File: src/rtl/bcc_pkg.sv
// Package: shared status encoding, strobe indices and per-strobe attribute
// masks for the bus command controller.
// Assumes: strobe vectors are indexed with the IX_* constants below.
package bcc_pkg;

    typedef enum logic [2:0] {
        ST_INTA  = 3'b000,
        ST_IORD  = 3'b001,
        ST_IOWR  = 3'b010,
        ST_HALT  = 3'b011,
        ST_FETCH = 3'b100,
        ST_MRD   = 3'b101,
        ST_MWR   = 3'b110,
        ST_IDLE  = 3'b111
    } bus_stat_e;

    localparam int NCMD     = 7;
    localparam int IX_MRD   = 0;
    localparam int IX_MWR   = 1;
    localparam int IX_AMWR  = 2;
    localparam int IX_IORD  = 3;
    localparam int IX_IOWR  = 4;
    localparam int IX_AIOWR = 5;
    localparam int IX_INTA  = 6;

    // Strobes that assert in the read slot (everything except normal writes).
    localparam logic [NCMD-1:0] EARLY_MASK = 7'b1101101;
    // Strobes that bypass arbitration in dedicated-I/O mode.
    localparam logic [NCMD-1:0] IO_MASK    = 7'b1111000;
    // Strobes that move data toward the processor.
    localparam logic [NCMD-1:0] READ_MASK  = 7'b1001001;
    // Normal (late) write strobes.
    localparam logic [NCMD-1:0] NWR_MASK   = 7'b0010010;
    // Strobes that need arbitration in dedicated-I/O mode.
    localparam logic [NCMD-1:0] MEM_MASK   = 7'b0000111;

    // Map a status code to the set of strobes it drives.
    function automatic logic [NCMD-1:0] decode_cmds(input logic [2:0] s);
        logic [NCMD-1:0] m;
        m = '0;
        case (s)
            ST_INTA:  m[IX_INTA] = 1'b1;
            ST_IORD:  m[IX_IORD] = 1'b1;
            ST_IOWR:  begin m[IX_IOWR] = 1'b1; m[IX_AIOWR] = 1'b1; end
            ST_FETCH: m[IX_MRD]  = 1'b1;
            ST_MRD:   m[IX_MRD]  = 1'b1;
            ST_MWR:   begin m[IX_MWR] = 1'b1; m[IX_AMWR] = 1'b1; end
            default:  m = '0;
        endcase
        return m;
    endfunction

    // True for transfers whose data flows toward the processor.
    function automatic logic is_read_code(input logic [2:0] s);
        return (s == ST_INTA) || (s == ST_IORD) || (s == ST_FETCH) || (s == ST_MRD);
    endfunction

    // True for transfers that use the I/O side in dedicated-I/O mode.
    function automatic logic is_io_code(input logic [2:0] s);
        return (s == ST_INTA) || (s == ST_IORD) || (s == ST_IOWR);
    endfunction

endpackage

File: src/rtl/bcc_cycle_seq.sv
// Module: transfer sequencer. Detects the start of a transfer, latches the
// status code, generates the address latch pulse and direction output, and
// tracks the phase within the transfer (1 = read slot, 2 = write slot).
// Assumes: status is sampled on the rising clock edge; reset is synchronous.
module bcc_cycle_seq
    import bcc_pkg::*;
(
    input  logic       clk,
    input  logic       rst_n,
    input  logic [2:0] stat_i,
    output logic       start_o,
    output logic       cont_o,
    output logic       rd_slot_o,
    output logic       wr_slot_o,
    output logic [2:0] code_o,
    output logic       ale_o,
    output logic       dtr_o
);
    localparam logic [1:0] PH_LAST = 2'd2;

    logic [2:0] prev_q;
    logic [2:0] code_q;
    logic       in_cyc_q;
    logic [1:0] ph_q;
    logic       ale_q;
    logic       dtr_q;

    // Start when leaving passive for a code that opens a transfer.
    assign start_o   = (prev_q == ST_IDLE) && (stat_i != ST_IDLE) && (stat_i != ST_HALT);
    assign cont_o    = in_cyc_q && (stat_i != ST_IDLE);
    assign rd_slot_o = (ph_q != 2'd0);
    assign wr_slot_o = (ph_q == PH_LAST);
    assign code_o    = code_q;
    assign ale_o     = ale_q;
    assign dtr_o     = dtr_q;

    // Remember the last sampled status for edge detection.
    always_ff @(posedge clk) begin
        if (!rst_n) prev_q <= ST_IDLE;
        else        prev_q <= stat_i;
    end

    // Track transfer occupancy, latched code and phase.
    always_ff @(posedge clk) begin
        if (!rst_n) begin
            in_cyc_q <= 1'b0;
            code_q   <= ST_IDLE;
            ph_q     <= 2'd0;
        end else if (start_o) begin
            in_cyc_q <= 1'b1;
            code_q   <= stat_i;
            ph_q     <= 2'd1;
        end else if (cont_o) begin
            if (ph_q != PH_LAST) ph_q <= ph_q + 2'd1;
        end else begin
            in_cyc_q <= 1'b0;
            ph_q     <= 2'd0;
        end
    end

    // Address latch pulse and transceiver direction.
    always_ff @(posedge clk) begin
        if (!rst_n) begin
            ale_q <= 1'b0;
            dtr_q <= 1'b1;
        end else begin
            ale_q <= start_o;
            if (start_o)               dtr_q <= !is_read_code(stat_i);
            else if (!cont_o)          dtr_q <= 1'b1;
        end
    end

    p_ale_single_r2: assert property (@(posedge clk) disable iff (!rst_n)
        ale_o |=> !ale_o);
    p_halt_no_ale_r2: assert property (@(posedge clk) disable iff (!rst_n)
        (stat_i == ST_HALT) |=> !ale_o);
    p_idle_dir_high_r5: assert property (@(posedge clk) disable iff (!rst_n)
        (stat_i == ST_IDLE) |=> dtr_o);

endmodule

File: src/rtl/bcc_arb_gate.sv
// Module: arbitration gate. Counts consecutive edges with the grant low and
// reports when strobes may be issued; also registers the strobe output enable.
// Assumes: GRANT_DLY >= 1; a single high sample of the grant resets the count.
module bcc_arb_gate #(
    parameter int GRANT_DLY = 2
) (
    input  logic clk,
    input  logic rst_n,
    input  logic grant_n_i,
    input  logic iob_i,
    output logic grant_o,
    output logic oe_o
);
    localparam int CW = $clog2(GRANT_DLY + 1);
    localparam logic [CW-1:0] CNT_MAX = CW'(GRANT_DLY);
    localparam logic [CW-1:0] CNT_THR = CW'(GRANT_DLY - 1);

    logic [CW-1:0] cnt_q;
    logic          oe_q;

    assign grant_o = !grant_n_i && (cnt_q >= CNT_THR);
    assign oe_o    = oe_q;

    // Saturating count of consecutive low grant samples.
    always_ff @(posedge clk) begin
        if (!rst_n)              cnt_q <= '0;
        else if (grant_n_i)      cnt_q <= '0;
        else if (cnt_q != CNT_MAX) cnt_q <= cnt_q + 1'b1;
    end

    // Strobe drivers are enabled in dedicated-I/O mode or while granted.
    always_ff @(posedge clk) begin
        if (!rst_n) oe_q <= 1'b0;
        else        oe_q <= iob_i || !grant_n_i;
    end

    generate
        if (GRANT_DLY >= 2) begin : g_dly_chk
            p_grant_needs_history_r7: assert property (@(posedge clk) disable iff (!rst_n)
                grant_o |-> !$past(grant_n_i));
        end
    endgenerate

    p_oe_follows_r12: assert property (@(posedge clk) disable iff (!rst_n)
        (iob_i || !grant_n_i) |=> oe_o);

endmodule

File: src/rtl/bcc_strobe_gen.sv
// Module: strobe generator. Produces the registered command strobes (active
// high internally), the system data enable and the dual-purpose output.
// Assumes: slot and continuation flags come from the sequencer for the same edge.
module bcc_strobe_gen
    import bcc_pkg::*;
(
    input  logic            clk,
    input  logic            rst_n,
    input  logic [2:0]      stat_i,
    input  logic [2:0]      code_i,
    input  logic            start_i,
    input  logic            cont_i,
    input  logic            rd_slot_i,
    input  logic            wr_slot_i,
    input  logic            grant_i,
    input  logic            iob_i,
    input  logic            cen_i,
    output logic [NCMD-1:0] cmd_o,
    output logic            den_o,
    output logic            dual_o
);
    logic [NCMD-1:0] sel;
    logic [NCMD-1:0] nxt;
    logic [NCMD-1:0] cmd_q;
    logic            de_nxt;
    logic            to_pden;
    logic            mce_nxt;
    logic            den_q;
    logic            dual_q;

    assign sel = decode_cmds(code_i);

    // One registered strobe per command, gated by slot, grant and enable.
    for (genvar i = 0; i < NCMD; i++) begin : g_cmd
        logic slot_ok;
        logic gate_ok;
        assign slot_ok = EARLY_MASK[i] ? rd_slot_i : wr_slot_i;
        assign gate_ok = grant_i || (iob_i && IO_MASK[i]);
        assign nxt[i]  = cont_i && cen_i && sel[i] && slot_ok && gate_ok;

        // Register this strobe.
        always_ff @(posedge clk) begin
            if (!rst_n) cmd_q[i] <= 1'b0;
            else        cmd_q[i] <= nxt[i];
        end
    end

    // Data enable: one clock after read strobes, together with normal writes.
    always_comb begin
        if (is_read_code(code_i)) de_nxt = |(cmd_q & nxt & READ_MASK);
        else                      de_nxt = |(nxt & NWR_MASK);
    end

    assign to_pden = iob_i && is_io_code(code_i);
    assign mce_nxt = !iob_i && ((start_i && (stat_i == ST_INTA)) ||
                                (cont_i && (code_i == ST_INTA)));

    // Route the data enable and build the dual-purpose output.
    always_ff @(posedge clk) begin
        if (!rst_n) begin
            den_q  <= 1'b0;
            dual_q <= iob_i;
        end else begin
            den_q  <= de_nxt && !to_pden;
            dual_q <= iob_i ? !(de_nxt && to_pden) : mce_nxt;
        end
    end

    assign cmd_o  = cmd_q;
    assign den_o  = den_q;
    assign dual_o = dual_q;

    p_cen_blocks_r11: assert property (@(posedge clk) disable iff (!rst_n)
        !cen_i |=> ((cmd_o == '0) && !den_o));
    p_idle_clears_r4: assert property (@(posedge clk) disable iff (!rst_n)
        (stat_i == ST_IDLE) |=> ((cmd_o == '0) && !den_o));
    p_sys_waits_grant_r7: assert property (@(posedge clk) disable iff (!rst_n)
        (!iob_i && !grant_i) |=> (cmd_o == '0));
    p_mem_needs_grant_r8: assert property (@(posedge clk) disable iff (!rst_n)
        !grant_i |=> ((cmd_o & MEM_MASK) == '0));
    p_strobe_count_r1: assert property (@(posedge clk) disable iff (!rst_n)
        $countones(cmd_o) <= 2);

endmodule

File: src/rtl/bus_cmd_ctrl.sv
// Module: top of the bus command controller. Connects the sequencer, the
// arbitration gate and the strobe generator, and inverts strobes to active low.
// Assumes: all inputs are synchronous to clk; GRANT_DLY >= 1.
module bus_cmd_ctrl
    import bcc_pkg::*;
#(
    parameter int GRANT_DLY = 2
) (
    input  logic       clk,
    input  logic       rst_n,
    input  logic [2:0] bus_status_i,
    input  logic       arb_grant_n_i,
    input  logic       cmd_en_i,
    input  logic       io_strap_i,
    output logic       ale_o,
    output logic       dtr_o,
    output logic       den_o,
    output logic       dual_o,
    output logic       cmd_oe_o,
    output logic       mrd_n_o,
    output logic       mwr_n_o,
    output logic       amwr_n_o,
    output logic       iord_n_o,
    output logic       iowr_n_o,
    output logic       aiowr_n_o,
    output logic       inta_n_o
);
    logic            start;
    logic            cont;
    logic            rd_slot;
    logic            wr_slot;
    logic [2:0]      code;
    logic            grant;
    logic [NCMD-1:0] cmd_act;

    bcc_cycle_seq u_seq (
        .clk       (clk),
        .rst_n     (rst_n),
        .stat_i    (bus_status_i),
        .start_o   (start),
        .cont_o    (cont),
        .rd_slot_o (rd_slot),
        .wr_slot_o (wr_slot),
        .code_o    (code),
        .ale_o     (ale_o),
        .dtr_o     (dtr_o)
    );

    bcc_arb_gate #(.GRANT_DLY(GRANT_DLY)) u_arb (
        .clk       (clk),
        .rst_n     (rst_n),
        .grant_n_i (arb_grant_n_i),
        .iob_i     (io_strap_i),
        .grant_o   (grant),
        .oe_o      (cmd_oe_o)
    );

    bcc_strobe_gen u_stb (
        .clk       (clk),
        .rst_n     (rst_n),
        .stat_i    (bus_status_i),
        .code_i    (code),
        .start_i   (start),
        .cont_i    (cont),
        .rd_slot_i (rd_slot),
        .wr_slot_i (wr_slot),
        .grant_i   (grant),
        .iob_i     (io_strap_i),
        .cen_i     (cmd_en_i),
        .cmd_o     (cmd_act),
        .den_o     (den_o),
        .dual_o    (dual_o)
    );

    assign mrd_n_o   = !cmd_act[IX_MRD];
    assign mwr_n_o   = !cmd_act[IX_MWR];
    assign amwr_n_o  = !cmd_act[IX_AMWR];
    assign iord_n_o  = !cmd_act[IX_IORD];
    assign iowr_n_o  = !cmd_act[IX_IOWR];
    assign aiowr_n_o = !cmd_act[IX_AIOWR];
    assign inta_n_o  = !cmd_act[IX_INTA];

endmodule

File: config.mk
export PLATFORM = sky130hd
export DESIGN_NAME = bus_cmd_ctrl
export DESIGN_NICKNAME = d
export VERILOG_FILES = /design/src/rtl/bcc_pkg.sv /design/src/rtl/bcc_cycle_seq.sv /design/src/rtl/bcc_arb_gate.sv /design/src/rtl/bcc_strobe_gen.sv /design/src/rtl/bus_cmd_ctrl.sv
export SDC_FILE = /design/constraint.sdc
export NUM_CORES = 1
export LEC_CHECK = 0
export BUFFER_PORTS_ARGS = -buffer_cell sky130_fd_sc_hd__buf_2
export CAP_MARGIN = 5
export CELL_PAD_IN_SITES_DETAIL_PLACEMENT = 1
export CELL_PAD_IN_SITES_GLOBAL_PLACEMENT = 1
export CORE_ASPECT_RATIO = 1.1
export CORE_MARGIN = 1.5
export CORE_UTILIZATION = 38
export CTS_CLUSTER_DIAMETER = 200
export DETAILED_ROUTE_END_ITERATION = 16
export GPL_TIMING_DRIVEN = 0
export HOLD_SLACK_MARGIN = 0.12
export PLACE_DENSITY_LB_ADDON = 0.2
export SLEW_MARGIN = 20
export SYNTH_ARGS = -nofsm -noshare
export SYNTH_HDL_FRONTEND = slang
export SYNTH_SLANG_ARGS = --single-unit
File: constraint.sdc
create_clock -name clk -period 1.7 [get_ports clk]
set_input_delay 0.34 -clock clk [delete_from_list [all_inputs] [get_ports clk]]
set_output_delay 0.34 -clock clk [all_outputs]
set_load 0.005 [all_outputs]
# Word level (Yosys, flattened, before mapping)
# Index checks and enable logic that the tools add are counted.
[word_totals] regBits=23 out_inout_bits=12 wordCells=117
[classes] bitwise_logic=3 n_reduce_logical=62 n_lt_le_gt_ge=1 mux=15 n_addsub=2 n_eq_ne=16
[op_table] operator="1-bit logical AND" n=32
[op_table] operator="3-bit == test, second input constant" n=6
[op_table] operator="1-bit 2-to-1 mux" n=13
[op_table] operator="1-bit zero test" n=12
[op_table] operator="1-bit logical OR" n=10
[op_table] operator="7-bit AND" n=1
[op_table] operator="3-bit by 1-bit == test with 1-bit output, second input constant" n=2
[op_table] operator="3-bit zero test" n=2
[op_table] operator="3-bit by 2-bit != test with 1-bit output, second input constant" n=2
[op_table] operator="2-bit OR reduction" n=3
[op_table] operator="3-bit OR reduction" n=2
[op_table] operator="2-bit by 1-bit adder with 2-bit output, second input constant" n=2
[op_table] operator="2-bit 2-to-1 mux" n=2
[op_table] operator="2-bit != test, second input constant" n=2
[op_table] operator="3-bit by 2-bit == test with 1-bit output, second input constant" n=1
[op_table] operator="3-bit != test, second input constant" n=1
[op_table] operator="2-bit == test, second input constant" n=1
[op_table] operator="2-bit by 1-bit greater-or-equal comparator with 1-bit output, second input constant" n=1
[op_table] operator="2-bit by 1-bit != test with 1-bit output, second input constant" n=1
[op_table] operator="1-bit inverter" n=2
[op_table] operator="2-bit nonzero test" n=1

# Logic depth before layout (Yosys ltp)
[depth] ltp_word=13 mapped_depth=6

# Hierarchy
# From an unflattened synthesis, not the netlist that was laid out.
[unflattened] hier_cells=107 hier_area_um2=1014.7
[by_module_without_submodules] mod="bcc_cycle_seq" seq_area_each_um2=220.2 cells_per_inst=43 n_inst=1 area_each_um2=469.2
[by_module_without_submodules] mod="bcc_strobe_gen" seq_area_each_um2=180.2 cells_per_inst=42 n_inst=1 area_each_um2=379.1
[by_module_without_submodules] mod="bcc_arb_gate" seq_area_each_um2=60.1 cells_per_inst=15 n_inst=1 area_each_um2=140.1
[by_module_without_submodules] mod="bus_cmd_ctrl" seq_area_each_um2=0.0 cells_per_inst=7 n_inst=1 area_each_um2=26.3

# Least setup slack after synthesis
# Ideal clock, no wire load.
[synth_timing] kind="reg-to-reg" from="register u_arb.cnt_q[0]" to="register u_stb.den_q, in the netlist u_stb.den_o" path_stages_with_launch=7 setup_slack_ns=0.259 t_required_ns=1.630 t_arrival_ns=1.371 path_cell_list="dfxtp_1 -> inv_1 -> ha_1 -> and4bb_2 -> a211oi_1 -> or3_1 -> a21oi_1"
[synth_via] elab_chain_len=8 word_cells_on_any_way=13
[synth_lines] element="start: declaration" line_no="bcc_arb_gate.sv:18" rtl="logic [CW-1:0] cnt_q;"
[synth_lines] element="start signal: assignment" line_no="bcc_arb_gate.sv:28" rtl="else if (cnt_q != CNT_MAX) cnt_q <= cnt_q + 1'b1;"
[synth_lines] element="2-bit by 1-bit greater-or-equal comparator with 1-bit output *" line_no="bcc_arb_gate.sv:21" rtl="assign grant_o = !grant_n_i && (cnt_q >= CNT_THR);"
[synth_lines] element="1-bit logical AND *" line_no="bcc_arb_gate.sv:21"
[synth_lines] element="1-bit logical OR" line_no="bcc_strobe_gen.sv:38" rtl="assign gate_ok = grant_i || (iob_i && IO_MASK[i]);"
[synth_lines] element="1-bit logical AND" line_no="bcc_strobe_gen.sv:39" rtl="assign nxt[i] = cont_i && cen_i && sel[i] && slot_ok && gate_ok;"
[synth_lines] element="7-bit AND" line_no="bcc_strobe_gen.sv:50" rtl="if (is_read_code(code_i)) de_nxt = |(cmd_q & nxt & READ_MASK);"
[synth_lines] element="3-bit OR reduction" line_no="bcc_strobe_gen.sv:50"
[synth_lines] element="1-bit 2-to-1 mux *" line_no="bcc_strobe_gen.sv:50"
[synth_lines] element="1-bit logical AND *" line_no="bcc_strobe_gen.sv:64" rtl="den_q <= de_nxt && !to_pden;"
[synth_lines] element="end signal: assignment" line_no="bcc_strobe_gen.sv:64"
[synth_lines] element="end: declaration" line_no="bcc_strobe_gen.sv:28" rtl="logic den_q;"
# Every way passes the cells marked *; elsewhere a longest branch is shown, timed or not.
# A chain may end at the register's enable or synchronous reset.

# Worst setup path in the final report
[layout_timing] from="register u_arb.cnt_q[0]" to="register u_stb.dual_q, in the netlist u_stb.dual_o"
[layout_via] elab_chain_len=11 word_cells_on_any_way=16
[layout_lines] element="2-bit by 1-bit greater-or-equal comparator with 1-bit output *" line_no="bcc_arb_gate.sv:21"
[layout_lines] element="1-bit logical AND *" line_no="bcc_arb_gate.sv:21"
[layout_lines] element="1-bit logical OR" line_no="bcc_strobe_gen.sv:38"
[layout_lines] element="1-bit logical AND" line_no="bcc_strobe_gen.sv:39"
[layout_lines] element="7-bit AND" line_no="bcc_strobe_gen.sv:50"
[layout_lines] element="3-bit OR reduction" line_no="bcc_strobe_gen.sv:50"
[layout_lines] element="1-bit 2-to-1 mux *" line_no="bcc_strobe_gen.sv:50"
[layout_lines] element="1-bit logical AND *" line_no="bcc_strobe_gen.sv:65" rtl="dual_q <= iob_i ? !(de_nxt && to_pden) : mce_nxt;"
[layout_lines] element="1-bit zero test *" line_no="bcc_strobe_gen.sv:65"
[layout_lines] element="1-bit 2-to-1 mux *" line_no="bcc_strobe_gen.sv:65"
[layout_lines] element="1-bit 2-to-1 mux *" line_no="bcc_strobe_gen.sv:60" rtl="if (!rst_n) begin"
[layout_lines] element="end signal: assignment" line_no="bcc_strobe_gen.sv:62" rtl="dual_q <= iob_i;"
[layout_lines] element="end signal: assignment" line_no="bcc_strobe_gen.sv:65"
[layout_lines] element="end: declaration" line_no="bcc_strobe_gen.sv:29" rtl="logic dual_q;"
# Marked as above.

==> impl_results.md <==
* Root Buffer: clkbuf_4
* CP top delay family: compound AO/OA/AOI/OAI gates
* Worst Hold End: u_seq.prev_q[1]
* Min-delay src: rst_n
* I/O pin count at 20
* Sequential share of the synthesized area at 0.487
* Synth area leaders: dfxtp_1 (49%), ha_1 (5.3%), inv_1 (5.2%), nor2_1 (5.2%), nand2b_1 (2.6%)
* Syn Area/Cell at just over 9 sq um
* # diodes at 0
* Final period util at 0.960
* DRC at 0
* Die W at just over 50 microns
* Reg2reg start: u_arb.cnt_q[0]
* Met1 usage at 0.188
* # port buffers at 19
* Routed vias/inst at ~5.0
* Largest net degree at the start of global routing at 13
* FF-to-FF setup slack at between 0.06 and 0.07 ns
* Worst slew pin tran at between 0.5 and 0.6 ns
* Vias in the first global route at 806
* First-iteration detailed-routing DRC count at 6
* Initial core utilization at 0.412
* Fillers at 295
* Post-CTS Hold Fix Bufs at 0
* Worst setup EP type: flip-flop
* Cts bufs inserted at 3
* Final Hold Viols at 0
* Pwr per Cell Area at between 800 and 900 nW/um^2
* Min Hold Slack at between 0.2 and 0.3 ns
* Number of buffers and inverters on the critical path at 1
* Core area at approximately 2300 sq um
* Min-delay worst type: in -> reg
* Hold Crit Depth at 2
* H-tree Lvls at 1
* M3 GR Usage at 0.0351
* Synth-to-layout area growth at 19.2%
* Fmax at 613 MHz
* Routed vias at a little under 800
* Worst VDD drop at ~0.45 mV
* Post-Place Cells at 153
* Tmin final at 1.63 ns
* Mapped Nets at roughly 120
* Skew final at approximately 0.0033 ns
* Global Route Usage Sum at 0.162
* Leakage at about 0.45 nW
* CTS clk-pin slew, worst paths at about 0.12 ns
* Final GP Congestion at approximately 0.72
* Slew headroom at 0.658
* Cell area after synthesis at 946 sq um
* DR pass1 iterations at 2
* TritonCTS clock tree: done
* Setup CP Type: reg -> reg
* Ys async rst share at 0
* Crit path launch type: flip-flop
* # rows at 18
* Mapped Cells at 104
* Design area at roughly 1100 sq um
* Seq cells post-synth at 23
* CP Cell Sequence: inv_1 > ha_1 > and4bb_2 > a211oi_2 > o31ai_1 > a41oi_1
* Unique masters post-synth at 32
* Routed WL at roughly 2000 microns
* Met2 usage at 0.286
* Top post-synthesis cells by count: dfxtp_1 (23), inv_1 (13), nor2_1 (13), nand2_1 (5)
* Antenna-violating nets left at 0
* DP HPWL at 1530 microns
* Layout cells sized above 1 at 0.233
* First-pass GRT wire length at roughly 3500 microns
* Crit path DAT at around 1.8 ns
* Worst EP required at approximately 1.9 ns
* Status: finished clean
* Fin cells at ~160
* Fin util at 0.491
* MaxCap Viol Count at 0
* Synth Warn # at 0
* Initial antenna violation count at 0
* Slowest CP cell: dfxtp_1
* FF-to-FF End: u_stb.dual_o
* # nets final at 142
* Setup TNS at 0 ns
* Share of the synthesized area in the top cell type at 0.487
* EDFF count, synth at 0
* Most used DFF post-synth: dfxtp_1
* GR Overflow Total at 0
* Most common cell in the netlist: dfxtp_1
* Slowest stage delay, CP at approximately 0.36 ns
* Die height at about 55 microns
* Layer with the highest usage: met2
* Max-slew violation count at 0
* CTS max path bufs at 2
* Worst skew pair latency at 0.30 ns
* Cell Area, Placed at about 1100 sq um
* Final setup vio count at 0
* Reg2reg path depth at 6
* Max FO, Critical Path at 4
* Synth area leader: dfxtp_1
* Die area at about 2800 sq um
* # clock sinks at 23
* DR WL/cell at around 13 microns
-- how the worst max path moves through the flow --
| stage | end | startpoint | depth (start not counted) |
|---|---|---|---|
| 2_1_floorplan | u_stb.den_o | u_arb.cnt_q[0] | 6 |
| 3_3_place_gp | u_stb.dual_o | u_seq.ph_q[0] | 6 |
| 3_5_place_dp | u_stb.den_o | u_seq.ph_q[0] | 6 |
| 4_1_cts | u_stb.den_o | u_seq.ph_q[0] | 6 |
| 5_1_grt | u_stb.dual_o | u_arb.cnt_q[0] | 6 |
| 6_report | u_stb.dual_o | u_arb.cnt_q[0] | 6 |
-- registers in the layout, indices dropped and copies added (netlist names), 2 cells and up --
register      cells
u_seq.prev_q      3
u_arb.cnt_q       2
u_stb.cmd_o       7
u_seq.ph_q        2
u_seq.code_o      3
-- stage by stage --
stage | setup slack [ns] | total power, mW
2_1_floorplan | 0.259 | 0.648
3_3_place_gp | 0.113 | 0.683
3_5_place_dp | 0.0791 | 0.689
4_1_cts | 0.0507 | 0.937
5_1_grt | -0.0115 | 0.974
6_report | 0.0682 | 0.929
-- worst reg2reg max path: cells and delay by family (launching register included) --
family	cells	cell delay, ns
adders and majority gates	1	0.24
DFF	1	0.36
buffers and inverters	1	0.07
and+or+nand+nor	1	0.34
AOI/OAI and AO/OA	3	0.50
-- where the power goes --
| part | switching (mW) | leakage, nW | internal [mW] | total, mW |
|---|---|---|---|---|
| logic | 0.0549 | 0.246 | 0.0442 | 0.0991 |
| clock network | 0.158 | 0.0150 | 0.0914 | 0.250 |
| registers | 0.0186 | 0.189 | 0.561 | 0.580 |
| total | 0.232 | 0.450 | 0.697 | 0.929 |
-- layer usage --
metal  share of wire  vias to the layer above
met1            0.43                      378
met2            0.52                       14
met4           0.011                        0
met3           0.039                        4
li1                -                      396
met5               0                        -
-- kinds of logic after synthesis --
family          count (synthesis)  share of synthesized area
simple gates                   43                      0.251
flops                          23                      0.487
compound gates                 15                      0.102
buf+inv                        14                     0.0556
fa+ha+maj                       4                     0.0529
mux                             3                     0.0331
xor+xnor                        2                     0.0185
-- layout make-up --
| type | instances | area (sq um) | area share |
|---|---|---|---|
| Multi-Input combinational cell | 67 | 440 | 0.391 |
| Sequential cell | 23 | 460 | 0.408 |
| Tap cell | 30 | 37.5 | 0.0333 |
| Buffer | 1 | 3.75 | 0.00333 |
| Inverter | 13 | 48.8 | 0.0433 |
| Timing Repair Buffer | 21 | 110 | 0.0977 |
| Clock buffer | 4 | 26.3 | 0.0233 |
-- timing repair --
action                                  4_1_cts  5_1_grt
endpoints found under the setup margin        0        2
buffers inserted                              0        2
resized for setup                             0        2
-- placed cells by master (no fill, tap or decap), types with 2 or more instances in the layout --
master,Yosys,layout
buf_4,0,2
xor2_1,2,2
nor3_1,4,4
a21oi_1,3,3
nand3_1,2,2
clkbuf_1,1,2
clkbuf_4,0,3
dfxtp_1,23,23
nand2_1,5,5
and2_1,2,2
o21a_1,2,2
nand2b_1,4,4
ha_1,4,4
or3_1,2,2
mux2i_1,2,2
o21ai_0,4,4
nor2_1,13,13
inv_1,13,13
buf_2,0,19
Note: power is estimated with default switching activity, not from simulation.
